===== src/rtl/clkStopSpiPkg.sv =====
package clkStopSpiPkg;

  typedef struct packed {
    logic load;      // capture word, clear receive shifter
    logic shiftTx;   // advance transmit shifter (on a rising sclk edge)
    logic sampleRx;  // shift in sdi (on a falling sclk edge)
    logic publish;   // copy receive shifter to rxWord
  } dpStrobe_t;

  typedef enum logic [2:0] {
    ST_IDLE,
    ST_LEAD,
    ST_HIGH,
    ST_LOW,
    ST_TRAIL
  } seqState_t;

endpackage


===== src/rtl/clkStopSpiControl.sv =====
module clkStopSpiControl
  import clkStopSpiPkg::*;
#(
  parameter int MIN_BITS = 8,
  parameter int MAX_BITS = 32,
  localparam int LEN_W = $clog2(MAX_BITS + 1)
) (
  input  logic             clk,
  input  logic             rstN,
  input  logic             bitTick,
  input  logic             start,
  input  logic [LEN_W-1:0] wordLen,
  output logic [LEN_W-1:0] effLen,
  output dpStrobe_t        strobe,
  output logic             sclk,
  output logic             csN,
  output logic             sdoEn,
  output logic             done
);

  localparam logic [LEN_W-1:0] LEN_MIN = LEN_W'(MIN_BITS);
  localparam logic [LEN_W-1:0] LEN_MAX = LEN_W'(MAX_BITS);
  localparam logic [LEN_W-1:0] LEN_ONE = LEN_W'(1);

  seqState_t        state;
  logic [LEN_W-1:0] bitsLeft;
  logic             trailHalf;

  // Clamp the requested length into the supported range.
  always_comb begin
    if (wordLen < LEN_MIN)      effLen = LEN_MIN;
    else if (wordLen > LEN_MAX) effLen = LEN_MAX;
    else                        effLen = wordLen;
  end

  always_comb begin
    strobe          = '0;
    strobe.load     = (state == ST_IDLE) && start;
    strobe.shiftTx  = (state == ST_LOW) && bitTick;
    strobe.sampleRx = (state == ST_HIGH) && bitTick;
    strobe.publish  = (state == ST_TRAIL) && bitTick && trailHalf;
  end

  always_ff @(posedge clk or negedge rstN) begin
    if (!rstN) begin
      state     <= ST_IDLE;
      bitsLeft  <= '0;
      trailHalf <= 1'b0;
      sclk      <= 1'b0;
      csN       <= 1'b1;
      sdoEn     <= 1'b0;
      done      <= 1'b0;
    end else begin
      done <= 1'b0;
      case (state)
        ST_IDLE: begin
          if (start) begin
            state    <= ST_LEAD;
            bitsLeft <= effLen;
            csN      <= 1'b0;
            sdoEn    <= 1'b1;
          end
        end
        ST_LEAD: begin
          if (bitTick) begin
            state <= ST_HIGH;
            sclk  <= 1'b1;
          end
        end
        ST_HIGH: begin
          if (bitTick) begin
            sclk     <= 1'b0;
            bitsLeft <= bitsLeft - LEN_ONE;
            if (bitsLeft == LEN_ONE) begin
              state     <= ST_TRAIL;
              sdoEn     <= 1'b0;
              trailHalf <= 1'b0;
            end else begin
              state <= ST_LOW;
            end
          end
        end
        ST_LOW: begin
          if (bitTick) begin
            state <= ST_HIGH;
            sclk  <= 1'b1;
          end
        end
        ST_TRAIL: begin
          if (bitTick) begin
            if (trailHalf) begin
              state <= ST_IDLE;
              csN   <= 1'b1;
              done  <= 1'b1;
            end
            trailHalf <= ~trailHalf;
          end
        end
        default: state <= ST_IDLE;
      endcase
    end
  end

endmodule


===== src/rtl/clkStopSpiDatapath.sv =====
module clkStopSpiDatapath
  import clkStopSpiPkg::*;
#(
  parameter int MAX_BITS = 32,
  localparam int LEN_W = $clog2(MAX_BITS + 1)
) (
  input  logic                clk,
  input  logic                rstN,
  input  dpStrobe_t           strobe,
  input  logic [LEN_W-1:0]    effLen,
  input  logic [MAX_BITS-1:0] txWord,
  input  logic                sdi,
  input  logic                sdoEn,
  output logic                sdo,
  output logic [MAX_BITS-1:0] rxWord
);

  localparam logic [LEN_W-1:0] LEN_MAX = LEN_W'(MAX_BITS);

  logic [MAX_BITS-1:0] txShift;
  logic [MAX_BITS-1:0] rxShift;
  logic [LEN_W-1:0]    alignAmt;

  assign alignAmt = LEN_MAX - effLen;

  always_ff @(posedge clk or negedge rstN) begin
    if (!rstN) begin
      txShift <= '0;
      rxShift <= '0;
      rxWord  <= '0;
    end else begin
      if (strobe.load) begin
        txShift <= txWord << alignAmt;
        rxShift <= '0;
      end else begin
        if (strobe.shiftTx)  txShift <= {txShift[MAX_BITS-2:0], 1'b0};
        if (strobe.sampleRx) rxShift <= {rxShift[MAX_BITS-2:0], sdi};
      end
      if (strobe.publish) rxWord <= rxShift;
    end
  end

  assign sdo = txShift[MAX_BITS-1] & sdoEn;

endmodule


===== src/rtl/clkStopSpiMaster.sv =====
module clkStopSpiMaster
  import clkStopSpiPkg::*;
#(
  parameter int MIN_BITS = 8,
  parameter int MAX_BITS = 32,
  localparam int LEN_W = $clog2(MAX_BITS + 1)
) (
  input  logic                clk,
  input  logic                rstN,
  input  logic                bitTick,
  input  logic                start,
  input  logic [MAX_BITS-1:0] txWord,
  input  logic [LEN_W-1:0]    wordLen,
  input  logic                sdi,
  output logic                sclk,
  output logic                csN,
  output logic                sdo,
  output logic                sdoEn,
  output logic [MAX_BITS-1:0] rxWord,
  output logic                done
);

  dpStrobe_t        strobe;
  logic [LEN_W-1:0] effLen;

  clkStopSpiControl #(.MIN_BITS(MIN_BITS), .MAX_BITS(MAX_BITS)) u_ctrl (
    .clk(clk), .rstN(rstN), .bitTick(bitTick), .start(start),
    .wordLen(wordLen), .effLen(effLen), .strobe(strobe),
    .sclk(sclk), .csN(csN), .sdoEn(sdoEn), .done(done)
  );

  clkStopSpiDatapath #(.MAX_BITS(MAX_BITS)) u_dp (
    .clk(clk), .rstN(rstN), .strobe(strobe), .effLen(effLen),
    .txWord(txWord), .sdi(sdi), .sdoEn(sdoEn), .sdo(sdo), .rxWord(rxWord)
  );

endmodule


===== config.mk =====
export PLATFORM = sky130hd
export DESIGN_NAME = clkStopSpiMaster
export DESIGN_NICKNAME = d
export VERILOG_FILES = /design/src/rtl/clkStopSpiPkg.sv /design/src/rtl/clkStopSpiControl.sv /design/src/rtl/clkStopSpiDatapath.sv /design/src/rtl/clkStopSpiMaster.sv
export SDC_FILE = /design/constraint.sdc
export NUM_CORES = 1
export LEC_CHECK = 0
export CAP_MARGIN = 0
export CORE_AREA = 2 2 117 119
export DETAILED_ROUTE_END_ITERATION = 16
export DIE_AREA = 0 0 119 121
export PLACE_DENSITY_LB_ADDON = 0.08
export SLEW_MARGIN = 20
export SYNTH_ARGS = -nofsm -noshare
export SYNTH_HDL_FRONTEND = slang
export SYNTH_HIERARCHICAL = 1
export SYNTH_SLANG_ARGS = --single-unit

===== constraint.sdc =====
create_clock -name clk -period 1.8 [get_ports clk]
set_input_delay 0.54 -clock clk [delete_from_list [all_inputs] [get_ports clk]]
set_output_delay 0.54 -clock clk [all_outputs]
set_load 0.005 [all_outputs]

**Word-level counts from Yosys, hierarchy flattened**

Index checks and enable logic that the tools add are counted.

- Add/sub/neg operators: 2
- Multipliers: 0
- Div/mod/pow operators: 0
- Order comparisons: 2
- Equal/unequal tests: 11
- Shifts and indexed selects: 1
- Muxes and demuxes: 32
- Bitwise operators: 2
- Reduce and logical (&&, ||, !) cells: 19

Operator list:

| kind | number |
|---|---|
| two-way mux 32 bit | 4 |
| left shift 32 x 6 -> 32 bit | 1 |
| two-way mux 6 bit | 4 |
| two-way mux 3 bit | 6 |
| two-way mux 1 bit | 12 |
| case mux 3 bit (4 select lines) | 1 |
| case mux 6 bit (2 select lines) | 1 |
| AND reduction 4 bit | 3 |
| nonzero test 2 bit | 6 |
| inequality test 2 bit (second input constant) | 4 |
| case mux 1 bit (2 select lines) | 4 |
| equality test 3 x 2 -> 1 bit (second input constant) | 2 |
| equality test 6 x 1 -> 1 bit (second input constant) | 1 |
| greater-than comparator 6 bit (second input constant) | 1 |
| < comparator 6 x 4 -> 1 bit (second input constant) | 1 |
| AND reduction 3 bit | 2 |
| subtractor 6 x 1 -> 6 bit (second input constant) | 1 |
| subtractor 6 bit (first input constant) | 1 |
| logical AND 1 bit | 5 |
| AND reduction 5 bit | 1 |
| inequality test 2 x 1 -> 1 bit (second input constant) | 2 |
| equality test 3 x 1 -> 1 bit (second input constant) | 1 |
| equality test 3 bit (second input constant) | 1 |
| zero test 3 bit | 1 |
| other kinds (3) | 3 |

- Flip-flop bits (word level): 110
- Latch bits: 0
- RAM bits: 0
- Bits in read-only memories: 0
- Input bits: 43
- Output and inout port bits: 37
- Memories kept: 0

**Longest topological paths before layout**

Gate-level depths: netlist (run 1).

- Depth in word-level cells: 6
- Depth in mapped cells: 14
- Depth with buffers taken out: 9

**Modules after synthesis**

Netlist (run 1), hierarchy kept.

Modules (own cells, without submodules):

| module | times used | cells an instance | area each (sq um) |
|---|---|---|---|
| clkStopSpiDatapath | 1 | 503 | 5701.7 |
| clkStopSpiControl | 1 | 96 | 855.8 |

**Least setup slack after synthesis (run 1)**

No wires, ideal clock.

- Kind: input to register
- Start point: input wordLen[5]
- End point: register u_dp.txShift[29]
- Library setup time: 0.139 ns
- Arrival: 3.198 ns
- Setup slack: -1.537 ns
- Stages: 14
- Cell sequence: o21ba_1 > and2_1 > buf_4 > buf_4 > inv_1 > ha_1 > buf_2 > clkbuf_1 > buf_1 > mux4_2 > nand2_1 > nand3_1 > o211ai_1 > o221ai_1

- Longest elaborated chain between the ends: 6
- Elaborated cells between the ends (all ways): 7

Ends and longest elaborated chain:

| element | line | text |
|---|---|---|
| start, declared | clkStopSpiMaster.sv:13 | `input logic [LEN_W-1:0] wordLen,` |
| greater-than comparator 6 bit | clkStopSpiControl.sv:32 | `else if (wordLen > LEN_MAX) effLen = LEN_MAX;` |
| two-way mux 6 bit | clkStopSpiControl.sv:32 |  |
| two-way mux 6 bit * | clkStopSpiControl.sv:31 | `if (wordLen < LEN_MIN) effLen = LEN_MIN;` |
| net effLen[0] | clkStopSpiMaster.sv:24 | `logic [LEN_W-1:0] effLen;` |
| subtractor 6 bit * | clkStopSpiDatapath.sv:24 | `assign alignAmt = LEN_MAX - effLen;` |
| left shift 32 x 6 -> 32 bit * | clkStopSpiDatapath.sv:33 | `txShift <= txWord << alignAmt;` |
| two-way mux 32 bit * | clkStopSpiDatapath.sv:32 | `if (strobe.load) begin` |
| end signal, assigned | clkStopSpiDatapath.sv:33 |  |
| end signal, assigned | clkStopSpiDatapath.sv:36 | `if (strobe.shiftTx) txShift <= {txShift[MAX_BITS-2:0], 1'b0};` |
| end, declared | clkStopSpiDatapath.sv:20 | `logic [MAX_BITS-1:0] txShift;` |

Mark *: on every way through the listed nets, which the timed path passes. The rest lies on a longest branch.
A chain may end at the register's enable or synchronous reset.

**Final worst setup path (run 1)**

- Start point: input wordLen[3]
- End point: register u_dp.txShift[18]

The elaborated chain is that of the path after synthesis.

==> run metrics, run 1 <==
critical path required time 2.03 ns; flop2flop setup slack -0.17 ns; Most used DFF post-synth dfrtp_1; # DRC 0; antenna viol nets, final 0; Via density 5.924; post-DP HPWL 12.18 mm; Compound-Gate Fraction of Synth Area 14.18%; worst flop-to-flop path endpoint u_dp/txShift[26]; Mapped Cells 599; Power Total 9.699 mW; Core Area 13,090 um^2; gpl congestion 0.8568; register area share after synthesis 42.00%; adder-cell share of the synthesized area 0.5724%; Max Buffers Root-to-Sink 2; 1st-iter DRT viols 352; pwr dens 1006 nW/um^2; Synth Area in XOR/XNOR 0.5152%; Tcrit/Tclk final 139.6%; CTS tree built; final setup fails 33; YS warnings 6; Critical Path Fanout Max 5; Post-Synth Simple-Gate Area 13.34%; clock skew 0.009344 ns; Synth Area per Inst 10.95 um^2; outcome finished, violations left; layout cells sized above 1 40.46%; mux share of post-synthesis cell area 25.03%; die area 14,400 um^2; most frequent cell after synthesis dfrtp_1; Hold/Removal Path Class in2async; fmax 398.0 MHz; Vert. Die Dim 121 um; unique cell type count in the Yosys netlist 73; Die Width 119 um; worst r2r src u_ctrl/state[0]; Tightest Pin Transition 0.4929 ns; # port buffers 79; Synth area leader dfrtp_1; Root Buffer clkbuf_16; via count 5,669; Synth async-reset ratio 100.0%; Critical Path Sink Type flip-flop; largest family of logic cells by synthesized area multiplexers; TritonCTS buffer count 9; antenna violations before repair 0; Cell Area, Synth 6558 um^2; Post-synth top cells dfrtp_1, nor2_1, mux2i_1; Nets 822; DRT Pass-1 Iters 5; failing checks setup timing; Worst EP arrival 2.74 ns; Rel. slew slack 66.83%; #FFs+latches synth 110; fin. max-slew vios 0; Synth area leaders dfrtp_1, mux4_2, mux2_2, mux2i_1, nor2_1; CP Class in2reg; Clock Sinks 110; final std cells w/o fill 957; final hold vios 0; max-cap check violation count 0; final WL 17.98 mm; Hold WS 0.06368 ns; dpl cells 904; dpl ws -1.495 ns; I/O Pins 80; hold_buf cts 0; Ant. Diodes 0; Rows 42; first-pass GRT wire length 28.47 mm; DR WL/cell 18.79 um; H-tree levels 3; total track usage 24.82%; largest net degree at the start of global routing 47; Final min period 2.513 ns; setup slack after layout -0.7127 ns; kind of launch point of the worst setup path input port; r2r worst-path depth 9; RSZ-0062 raised after global routing yes; VDD IR-drop max 664.3 uV; Initial Utilization 50.11%; Synth Net Count 645; Yosys top cell area share 41.60%; clk_lat worst skew 0.35 ns; Remaining Overflow, GRT 0; vias in the first global route 5,600; Worst-path clk slew 0.07 ns; leakage 4.084 nW; Area Overhead vs Synth 47.01%; EDFF count, synth 0
[worst max-delay path: stages]
cell and delay [ns]:
buf_6 0.09, o21ba_4 0.21, and2_4 0.17, buf_6 0.13, or4_4 0.57, nand2_4 0.13, buf_4 0.12, mux2_4 0.32
and3_4 0.18, o32a_1 0.27
[per-layer routing]
layer  GRT usage (%)  routed length [um]  vias to the layer above
met5               0                   0                        -
met2           41.74                9154                      177
li1                -                   -                     2613
met1           33.43                7708                     2839
met3           2.961                 651                       40
met4           8.705                 468                        0
[layout make-up]
class	instances	area (um^2)
Clock buffer	10	229.0
Clock inverter	6	77.57
Multi-Input combinational cell	429	4103
Inverter	11	51.30
Sequential cell	110	2754
Tap cell	176	220.2
Fill cell	907	3445
Timing Repair Buffer	215	2206
[flip-flops by register name (all words and copies together) (netlist names)]
name              cells
u_dp/rxWord          32
u_dp/txShift         32
u_ctrl/trailHalf      1
u_ctrl/sclk           1
u_ctrl/sdoEn          1
u_ctrl/bitsLeft       6
u_dp/rxShift         32
u_ctrl/csN            1
u_ctrl/done           1
u_ctrl/state          3
[where the power goes]
group          internal [mW]  switching, mW
Combinational           2.09           2.07
Sequential              3.07          0.444
Clock                   1.10          0.923
[metrics by stage]
step / util (%) / area (um^2) / setup TNS (ns)
final: 73.68 / 9641 / -18.60
after global routing: 73.68 / 9641 / -21.06
after CTS: 71.25 / 9323 / -18.91
after detailed placement: 63.83 / 8352 / -73.24
after global placement: 63.83 / 8352 / -70.63
after floorplan: - / 6853 / -29.37
[worst max path at each step]
stage	start	to	slack, ns	cells after the start
finish	wordLen[3]	u_dp/txShift[18]	-0.71	10
floorplan	wordLen[5]	u_dp/txShift[9]	-1.08	13
CTS	wordLen[5]	u_dp/txShift[19]	-0.70	11
detailed placement	wordLen[5]	u_dp/txShift[9]	-1.49	10
global placement	wordLen[5]	u_dp/txShift[1]	-1.54	12
global route	wordLen[5]	u_dp/txShift[9]	-0.73	11
[cells by family (layout without fill, tap and decap cells)]
group,count (synthesis),count (layout)
compound gates,131,131
xor+xnor,3,3
fa+ha+maj,3,3
buf+inv,60,242
flops,110,110
mux,120,120
simple gates,172,172
[cell usage in the layout (no fill, tap or decap), types with 13 or more instances in the layout]
master	Yosys	final
a21oi_1	19	15
buf_12	0	13
buf_4	3	92
buf_6	4	24
clkdlybuf4s50_1	0	69
dfrtp_1	109	109
mux2_2	42	25
mux2_4	0	17
mux2i_1	47	40
mux4_2	31	31
nand2_1	30	27
nand3_1	17	15
nor2_1	67	61
o21ai_0	31	23
[what timing repair did]
item / CTS / global route
setup buffers: 25 / 6
gates cloned: 4 / 2
gates resized for setup: 95 / 58
pin swaps: 24 / 20
setup endpoints to repair: 98 / 43
(Power assumes the default switching activity.)
==> run 2, diff against run 1 <==
--- a/config.mk
+++ b/config.mk
@@ -6,9 +6,9 @@
 export NUM_CORES = 1
 export LEC_CHECK = 0
 export CAP_MARGIN = 0
-export CORE_AREA = 2 2 117 119
+export CORE_AREA = 8 8 170 92
 export DETAILED_ROUTE_END_ITERATION = 16
-export DIE_AREA = 0 0 119 121
+export DIE_AREA = 0 0 178 100
 export PLACE_DENSITY_LB_ADDON = 0.08
 export SLEW_MARGIN = 20
 export SYNTH_ARGS = -nofsm -noshare
==> run 2 against run 1 <==
  * The run still ends with setup timing left
  * Sequential power about the same
  * Power increased by 6.1%
  * Combinational power increased by 11%
  * Register-to-register slack worse by 0.04 ns
  * Flip-flop and latch count is the same
  * Global-route usage is 0.81 points lower
  * Critical endpoint is now u_dp/txShift[20]
  * Largest power group unchanged
  * Highest routed layer unchanged
==> run metrics, run 2 (synthesis gave the netlist of run 1 again) <==
outcome finished, violations left (unchanged); failing checks setup timing (unchanged); RSZ-0062 raised after global routing yes (unchanged); pwr dens 1032 nW/um^2 (was 1006 nW/um^2); Nets 848 (was 822); clk_lat worst skew 0.35 ns (about the same); register area 2754 um^2 (unchanged); Core Area 13,180 um^2 (was 13,090 um^2); final std cells w/o fill 983 (was 957); DRT Pass-1 Iters 5 (unchanged); Critical Path Sink Type flip-flop (unchanged); H-tree levels 3 (unchanged); dpl cells 917 (was 904); Area Overhead vs Synth 52.07% (was 47.01%); 1st-iter DRT viols 569 (was 352); DR WL/cell 22.80 um (was 18.79 um); Critical Path Fanout Max 7 (was 5); Rows 30 (was 42); die area 17,800 um^2 (was 14,400 um^2); Initial Utilization 49.77% (was 50.11%); biggest regs u_dp/rxShift x32, u_dp/rxWord x32, u_dp/txShift x32 (unchanged); layout cells sized above 1 43.37% (was 40.46%); commonest non-fill, non-tap cells in the layout dfrtp_1, buf_4, nor2_1 (was dfrtp_1, buf_4, clkdlybuf4s50_1); flop2flop setup slack -0.21 ns (was -0.17 ns); post-DP HPWL 15.05 mm (was 12.18 mm); commonest non-fill, non-tap cell in the layout dfrtp_1 (unchanged); final setup fails 32 (was 33); leakage 4.547 nW (was 4.084 nW); # DRC 0 (unchanged); dpl ws -1.568 ns (was -1.495 ns); fmax 396.1 MHz (was 398.0 MHz); Multi-input gate area 4095 um^2 (was 4103 um^2); total track usage 24.00% (was 24.82%); # port buffers 79 (unchanged); critical path required time 2.03 ns (about the same); Ant. Diodes 0 (unchanged); first-pass GRT wire length 33.35 mm (was 28.47 mm); TritonCTS buffer count 9 (unchanged); I/O Pins 80 (unchanged); VDD IR-drop max 599.0 uV (was 664.3 uV); Vert. Die Dim 100 um (was 121 um); fin. max-slew vios 0 (unchanged); Final min period 2.525 ns (was 2.513 ns); max-cap check violation count 0 (unchanged); Rel. slew slack 63.93% (was 66.83%); hold_buf cts 0 (unchanged); Root Buffer clkbuf_16 (unchanged); via count 6,028 (was 5,669); largest net degree at the start of global routing 53 (was 47); vias in the first global route 5,883 (was 5,600); setup slack after layout -0.7249 ns (was -0.7127 ns); FILL cells 879 (was 907); Worst EP arrival 2.76 ns (was 2.74 ns); gpl congestion 0.9412 (was 0.8568); CP Class in2reg (unchanged); CTS tree built (unchanged); Clock Sinks 110 (unchanged); kind of launch point of the worst setup path input port (unchanged); Worst-path clk slew 0.08 ns (was 0.07 ns); Die Width 178 um (was 119 um); Tcrit/Tclk final 140.3% (was 139.6%); Max Buffers Root-to-Sink 2 (unchanged); Hold/Removal Path Class in2async (unchanged); Tightest Pin Transition 0.5387 ns (was 0.4929 ns); Via density 6.132 (was 5.924); Remaining Overflow, GRT 0 (unchanged); final hold vios 0 (unchanged); antenna violations before repair 0 (unchanged); final WL 22.41 mm (was 17.98 mm); antenna viol nets, final 0 (unchanged); clock skew 0.008542 ns (was 0.009344 ns)
-- run 2: cell count changes in the layout (fill, tap and decap cells not counted), moves of 6 or more --
cell             change
buf_12               +6
dlymetal6s2s_1      +14
mux2_4               -8
buf_4               +15
clkdlybuf4s50_1     -21
mux2_2               +8
dlygate4sd2_1        +7
-- run 2: repair_timing --
item / in CTS / in global routing
cloned: 4 / 5
endpoints found under the setup margin: 107 / 78
resized for setup: 88 / 81
setup buffers: 16 / 25
pin swaps: 22 / 23
-- run 2: layout make-up --
cell class	instances	area share, %
sequential	110	27.62
clock buffer	9	2.258
tap	176	2.208
clock inverter	7	1.016
multi-input combinational	429	41.07
inverter	11	0.4893
timing repair buffer	241	25.35
-- run 2: power breakdown --
part | internal, mW | total, mW | switching (mW)
Sequential | 3.07 | 3.54 | 0.471
Clock | 1.13 | 2.13 | 0.998
Combinational | 2.31 | 4.63 | 2.32
-- run 2: routing by layer --
layer	GRT usage, %	vias up	part of all wire, %	wire length [um]
met3	10.87	26	12	2723
li1	-	2657	-	-
met5	0	-	0	0
met4	4.968	0	0.92	206
met2	31.50	310	41	9130
met1	35.05	3035	46	10350
-- run 2: path summary, 6_finish.rpt --
check,startpoint,end,depth (start not counted)
setup / recovery,wordLen[5],u_dp/txShift[20],11
hold / removal,rstN,u_ctrl/state[2],1
setup reg to reg,u_ctrl/state[0],u_dp/txShift[22],9
hold reg to reg,u_dp/txShift[8],u_dp/txShift[8],1
max in group asynchronous,rstN,u_dp/txShift[18],2
min in group clk,u_dp/txShift[8],u_dp/txShift[8],1
-- run 2: worst max-delay path: stages --
cell and delay, ns:
buf_6 0.09, o21ba_4 0.21, and2_4 0.18, inv_8 0.04
ha_4 0.35, buf_12 0.17, mux2i_2 0.30, nor3_1 0.08
a31o_2 0.28, nor3b_2 0.17, o32a_1 0.33
-- run 2: stage by stage --
stage | area, um^2 | utilization, % | power, mW | hold WS (ns) | TNS (ns)
after floorplan | 6853 | - | 5.865 | 0.2444 | -29.37
after global placement | 8499 | 64.51 | 7.168 | 0.4708 | -72.51
after detailed placement | 8499 | 64.51 | 7.313 | 0.4740 | -78.74
after CTS | 9290 | 70.51 | 9.707 | 0.09116 | -19.49
after global routing | 9972 | 75.69 | 10.82 | 0.1103 | -20.91
final | 9972 | 75.69 | 10.29 | 0.09873 | -20.02
